--- config.mk ---
export PLATFORM = sky130hd
export DESIGN_NAME = ecc_syndrome_fixer
export DESIGN_NICKNAME = d
export VERILOG_FILES = /design/src/rtl/ecc_fix_pkg.sv /design/src/rtl/ecc_syndrome_form.sv /design/src/rtl/ecc_weight_counter.sv /design/src/rtl/ecc_locator.sv /design/src/rtl/ecc_syndrome_fixer.sv
export SDC_FILE = /design/constraint.sdc
export NUM_CORES = 1
export LEC_CHECK = 0
export BUFFER_PORTS_ARGS = -buffer_cell sky130_fd_sc_hd__buf_2
export CAP_MARGIN = 30
export CORE_MARGIN = 5
export CORE_UTILIZATION = 40
export DETAILED_ROUTE_END_ITERATION = 10
export SLEW_MARGIN = 25
export SYNTH_ARGS = -nofsm -noshare
export SYNTH_HDL_FRONTEND = slang
export SYNTH_HIERARCHICAL = 1
export SYNTH_SLANG_ARGS = --single-unit
export TNS_END_PERCENT = 5
--- constraint.sdc ---
create_clock -name clk -period 4.5 [get_ports clk]
set_input_delay 0.225 -clock clk [delete_from_list [all_inputs] [get_ports clk]]
set_output_delay 0.225 -clock clk [all_outputs]
set_load 0.03 [all_outputs]
--- src/rtl/ecc_fix_pkg.sv ---
package ecc_fix_pkg;

    localparam int PAIRS  = 12;
    localparam int CODE_W = 2 * PAIRS;
    localparam int BYTE_W = PAIRS - 3;

    typedef enum logic [1:0] {
        ST_CLEAN = 2'b00,
        ST_FIXED = 2'b01,
        ST_FATAL = 2'b10
    } ecc_status_e;

    typedef struct packed {
        logic [PAIRS-1:0] odd;
        logic [PAIRS-1:0] even;
    } parity_pairs_t;

    // Stored byte form -> parity pairs (index j = log2 of the parity order).
    function automatic parity_pairs_t unpack_code(input logic [CODE_W-1:0] stored);
        parity_pairs_t        p;
        logic [CODE_W-1:0]    r;
        r = ~stored;
        p.even[PAIRS-1] = r[16];
        p.odd[PAIRS-1]  = r[17];
        for (int j = 0; j < 3; j++) begin
            p.even[j] = r[18 + 2*j];
            p.odd[j]  = r[19 + 2*j];
        end
        for (int j = 3; j < PAIRS-1; j++) begin
            p.even[j] = r[2*(j-3)];
            p.odd[j]  = r[2*(j-3) + 1];
        end
        return p;
    endfunction

endpackage

--- src/rtl/ecc_syndrome_form.sv ---
module ecc_syndrome_form
    import ecc_fix_pkg::*;
(
    input  logic [CODE_W-1:0] stored_code,
    input  logic [CODE_W-1:0] calc_code,
    output parity_pairs_t     syndrome,
    output logic              erased
);
    parity_pairs_t stored_p;
    parity_pairs_t calc_p;

    always_comb begin
        stored_p = unpack_code(stored_code);
        calc_p   = unpack_code(calc_code);
        syndrome = stored_p ^ calc_p;
        erased   = &stored_code;
    end
endmodule

--- src/rtl/ecc_weight_counter.sv ---
module ecc_weight_counter #(
    parameter int VEC_W   = 24,
    parameter int SLICE_W = 6
) (
    input  logic                       clk,
    input  logic                       rst_n,
    input  logic                       clr,
    input  logic                       en,
    input  logic [VEC_W-1:0]           vec,
    output logic [$clog2(VEC_W+1)-1:0] weight,
    output logic                       last
);
    localparam int NSLICE = VEC_W / SLICE_W;
    localparam int CNT_W  = (NSLICE > 1) ? $clog2(NSLICE) : 1;
    localparam int WT_W   = $clog2(VEC_W+1);

    logic [CNT_W-1:0]   slice_idx;
    logic [SLICE_W-1:0] slice;
    logic [WT_W-1:0]    slice_ones;

    always_comb begin
        slice      = vec[int'(slice_idx)*SLICE_W +: SLICE_W];
        slice_ones = WT_W'($countones(slice));
        last       = (slice_idx == CNT_W'(NSLICE-1));
    end

    always_ff @(posedge clk or negedge rst_n) begin
        if (!rst_n) begin
            slice_idx <= '0;
            weight    <= '0;
        end else if (clr) begin
            slice_idx <= '0;
            weight    <= '0;
        end else if (en) begin
            slice_idx <= last ? '0 : slice_idx + 1'b1;
            weight    <= weight + slice_ones;
        end
    end
endmodule

--- src/rtl/ecc_locator.sv ---
module ecc_locator
    import ecc_fix_pkg::*;
(
    input  parity_pairs_t     syndrome,
    output logic [BYTE_W-1:0] byte_off,
    output logic [2:0]        bit_idx
);
    always_comb begin
        bit_idx  = syndrome.odd[2:0];
        byte_off = syndrome.odd[PAIRS-1:3];
    end
endmodule

--- src/rtl/ecc_syndrome_fixer.sv ---
module ecc_syndrome_fixer
    import ecc_fix_pkg::*;
#(
    parameter int SLICE_W = 6
) (
    input  logic               clk,
    input  logic               rst_n,
    input  logic               start,
    input  logic [CODE_W-1:0]  stored_code,
    input  logic [CODE_W-1:0]  calc_code,
    output logic [1:0]         status,
    output logic [BYTE_W-1:0]  err_byte,
    output logic [2:0]         err_bit,
    output logic               busy,
    output logic               done,
    output logic [BYTE_W-1:0]  mem_addr,
    output logic               mem_rd_en,
    input  logic [7:0]         mem_rdata,
    output logic               mem_wr_en,
    output logic [7:0]         mem_wdata
);
    localparam int WT_W       = $clog2(CODE_W+1);
    localparam int FIX_WEIGHT = PAIRS;

    typedef enum logic [2:0] {
        S_IDLE, S_COUNT, S_JUDGE, S_FETCH, S_PATCH, S_FINISH
    } fsm_e;

    fsm_e          state_q, state_d;
    parity_pairs_t syn_now, syn_q;
    logic          erased_now, erased_q;
    logic [WT_W-1:0] weight;
    logic          last_slice;
    logic [BYTE_W-1:0] loc_byte;
    logic [2:0]    loc_bit;
    ecc_status_e   verdict, status_q;
    logic [BYTE_W-1:0] byte_q;
    logic [2:0]    bit_q;
    logic          accept;

    ecc_syndrome_form u_form (
        .stored_code (stored_code),
        .calc_code   (calc_code),
        .syndrome    (syn_now),
        .erased      (erased_now)
    );

    ecc_weight_counter #(.VEC_W(CODE_W), .SLICE_W(SLICE_W)) u_weight (
        .clk    (clk),
        .rst_n  (rst_n),
        .clr    (accept),
        .en     (state_q == S_COUNT),
        .vec    (syn_q),
        .weight (weight),
        .last   (last_slice)
    );

    ecc_locator u_loc (
        .syndrome (syn_q),
        .byte_off (loc_byte),
        .bit_idx  (loc_bit)
    );

    assign accept = (state_q == S_IDLE) && start;

    always_comb begin
        if (erased_q || (syn_q == '0))
            verdict = ST_CLEAN;
        else if (weight == WT_W'(FIX_WEIGHT))
            verdict = ST_FIXED;
        else
            verdict = ST_FATAL;
    end

    // State register
    always_ff @(posedge clk or negedge rst_n) begin
        if (!rst_n) state_q <= S_IDLE;
        else        state_q <= state_d;
    end

    // Transitions
    always_comb begin
        state_d = state_q;
        unique case (state_q)
            S_IDLE:   if (start)      state_d = S_COUNT;
            S_COUNT:  if (last_slice) state_d = S_JUDGE;
            S_JUDGE:  state_d = (verdict == ST_FIXED) ? S_FETCH : S_FINISH;
            S_FETCH:  state_d = S_PATCH;
            S_PATCH:  state_d = S_FINISH;
            S_FINISH: state_d = S_IDLE;
            default:  state_d = S_IDLE;
        endcase
    end

    // Captured syndrome and reported result
    always_ff @(posedge clk or negedge rst_n) begin
        if (!rst_n) begin
            syn_q    <= '0;
            erased_q <= 1'b0;
            status_q <= ST_CLEAN;
            byte_q   <= '0;
            bit_q    <= '0;
        end else begin
            if (accept) begin
                syn_q    <= syn_now;
                erased_q <= erased_now;
            end
            if (state_q == S_JUDGE) begin
                status_q <= verdict;
                byte_q   <= (verdict == ST_FIXED) ? loc_byte : '0;
                bit_q    <= (verdict == ST_FIXED) ? loc_bit  : '0;
            end
        end
    end

    // Outputs
    always_comb begin
        status    = status_q;
        err_byte  = byte_q;
        err_bit   = bit_q;
        busy      = (state_q != S_IDLE);
        done      = (state_q == S_FINISH);
        mem_addr  = byte_q;
        mem_rd_en = (state_q == S_FETCH);
        mem_wr_en = (state_q == S_PATCH);
        mem_wdata = mem_rdata ^ (8'h01 << bit_q);
    end
endmodule

==> impl_metrics.ini <==
[floorplan]
die-width_um = 97.90
ioPinCount = 94
die_area_um2 = 9584
core-area_um2 = 7607
fp-row-count = 32
dieHeight_um = 97.90
start_util_pct = 40.63

[clock_tree]
postCtsSetupRepairBufs = 0
cts_hold_buf = 0
cts_buffers = 5
cts-root-buf = clkbuf_8
cts_resized = 0
clk_latency_ns = 0.31
cts.clk_slew.worst_paths_ns = 0.09
cts_sinks = 49
htreeDepth = 2
cts_tree = built
cts.path.max_buffers = 2

[finish]
diodes = 0
drive_gt1_share_pct = 38.31
final_area_um2 = 3551
area.growth.synth_to_final_pct = 14.90
layout.cells.non_filler = 457
nNetsFinal = 425
final_common_cell = buf_2
final_cell_mix = 93 x buf_2, 49 x dfrtp_1, 34 x nand2_1, 27 x xor2_1

[min_path]
holdCritPathClass = input pin to asynchronous set/reset pin

[timing]
setup_ws_ns = 0.7721
fin_hold_ws_ns = 0.01125
fin_crit_sh_pct = 82.84
fin_tns_setup_ns = 0
period_minus_slack_ns = 3.728
clock_skew_ns = 0.01164
rsz0062_at_grt = no
finalHoldViolations = 0
setup_viol = 0
fmax_ghz = 0.2682
timing.slew.headroom_pct = 49.61
tightest_slew_ns = 0.7531
report.final.slew_viol_count = 0

[power]
p_switching_mw = 1.155
clkPwrFrac_pct = 11.7
combPwrFrac_pct = 57.7
powerDensity_nw_per_um2 = 765.0
power.internal_mw = 1.561
p_sw_share_pct = 42.53
p_leak_nw = 1.742
power_frac_seq_pct = 30.6
irDropWorstVdd_mv = 0.3007

[critical_path]
cp_cell_sequence = mux4_2, inv_1, fa_1, inv_1, ha_1, inv_1, fa_1, inv_1, ha_1, fa_1, a211oi_1, or3_1, a21oi_1
cp_slowest_stage_delay_ns = 0.61
crit_family = adder cells
cpMostUsedCell = inv_1
crit_fanout = 9
cp_slowest_cell = dfrtp_1
required_ns = 4.66
arrival_ns = 3.89
path_buf_inv = 4
rrSetupSlack_ns = 0.77
path_class = register to register
r2r_cells = 13
path_depth = 13
start_kind = register
crit_path_end_kind = register

[grt]
antenna_found_initial = 0
grt_max_degree = 50
grt_pass1_wl_um = 10900
grt_use_total_pct = 13.79
grt_pass1_vias = 2180
grt_overflow = 0

[logic_synthesis]
synth_fp_nets = 357
ys_ff_latch = 49
postSynthCellCount = 286
synth_async_sr_flop_share_pct = 100.0
synth_warnings = 6
synth_area_um2 = 3090
ys_seq_area_share_pct = 39.68
ys_types = 42
synth-edff-count = 0
avgSynthCellArea_um2 = 10.81
synth.area.top_cells = dfrtp_1 40%, mux2_4 8.3%, xor2_1 7.7%, buf_4 5.1%, mux4_2 4.4%
yosys.area.top_type = dfrtp_1
yosysTopAreaCellShare_pct = 39.68
synth_flop_cell = dfrtp_1

[placed_design]
pre_cts_ws_ns = 0.7672
port_buffers = 93
place_area_um2 = 3438
placed_cells = 449
hpwl_um = 5175
place_congestion = 0.7925

[detailed_routing]
drt-total-wl_um = 6437
drt_iter0_drc = 83
post_drt_wl_per_cell_um = 14.09
firstDrtPassIters = 4
ant_nets = 0
drc_errors = 0
viasPerCell = 4.856
num_vias = 2219

[job]
max_cap_viol_count = 0

[run_status]
status = finished clean
## routing by layer
| metal | up-vias | global-route usage, % | share of wire [%] |
|---|---|---|---|
| met1 | 1040 | 19.18 | 46 |
| met3 | 6 | 3.500 | 7.3 |
| li1 | 1097 | - | - |
| met4 | 0 | 3.514 | 1.0 |
| met5 | - | 0 | 0 |
| met2 | 76 | 21.57 | 45 |
## synth_stat cells, types with 2 or more instances
library cell / number
buf_12: 2
nor3_1: 2
inv_1: 15
fa_1: 3
mux4_2: 6
o21ai_0: 17
dfrtp_1: 49
mux2_2: 7
nand3_1: 3
mux2i_1: 3
mux2_4: 17
xnor2_1: 6
nor3b_1: 2
clkbuf_1: 6
nand2_1: 34
a21oi_1: 4
nand4_1: 8
nor2_1: 13
ha_1: 9
and2_1: 2
nor2b_1: 2
buf_4: 21
xor2_1: 27
nor4_1: 7
buf_6: 2
a211oi_1: 2
nand3b_1: 2
## path summary, 6_finish.rpt
path	from	end
max in group asynchronous	rst_n	syn_q[20]$_DFFE_PN0P_
hold / removal	rst_n	syn_q[4]$_DFFE_PN0P_
hold reg to reg	status[0]$_DFFE_PN0P_	status[0]$_DFFE_PN0P_
setup / recovery	u_weight/slice_idx[0]$_DFFE_PN0P_	u_weight/weight[4]$_DFFE_PN0P_
setup reg to reg	u_weight/slice_idx[0]$_DFFE_PN0P_	u_weight/weight[4]$_DFFE_PN0P_
min in group clk	start	state_q[0]$_DFFE_PN0P_
## state kept, by name (all words and copies together) (netlist names)
| register | cells |
|---|---|
| status | 2 |
| err_bit | 3 |
| erased_q | 1 |
| u_weight/weight | 5 |
| err_byte | 9 |
| syn_q | 24 |
| state_q | 3 |
| u_weight/slice_idx | 2 |
## kinds of logic after synthesis
kind of cell,after synthesis,share of synthesized area (%)
AO/OA/AOI/OAI,29,5.627
multiplexers,33,16.15
buffers and inverters,48,9.999
AND/OR/NAND/NOR,82,13.60
flip-flops,49,39.68
XOR/XNOR,33,9.352
adder cells (fa/ha/maj),12,5.587
## area by class of cell
class	count	area, µm²
Clock inverter	3	43.79
Clock buffer	5	68.82
Timing Repair Buffer	94	473.0
Fill cell	768	4056
Inverter	15	56.30
Sequential cell	49	1226
Multi-Input combinational cell	189	1555
Tap cell	102	127.6
## power by group through the flow
stage               combinational [mW]  sequential [mW]  clock [mW]
floorplan                         1.40            0.773           0
global placement                  1.52            0.832           0
detailed placement                1.59            0.841           0
CTS                               1.59            0.832       0.325
global route                      1.78            0.861       0.348
finish                            1.57            0.832       0.318
## through the flow
step           utilization [%]  power, mW
3_3_place_gp             45.20      2.352
4_1_cts                  46.68      2.748
5_1_grt                  46.68      2.985
2_1_floorplan                -      2.169
3_5_place_dp             45.20      2.428
6_report                 46.68      2.717
(Power assumes the default switching activity.)
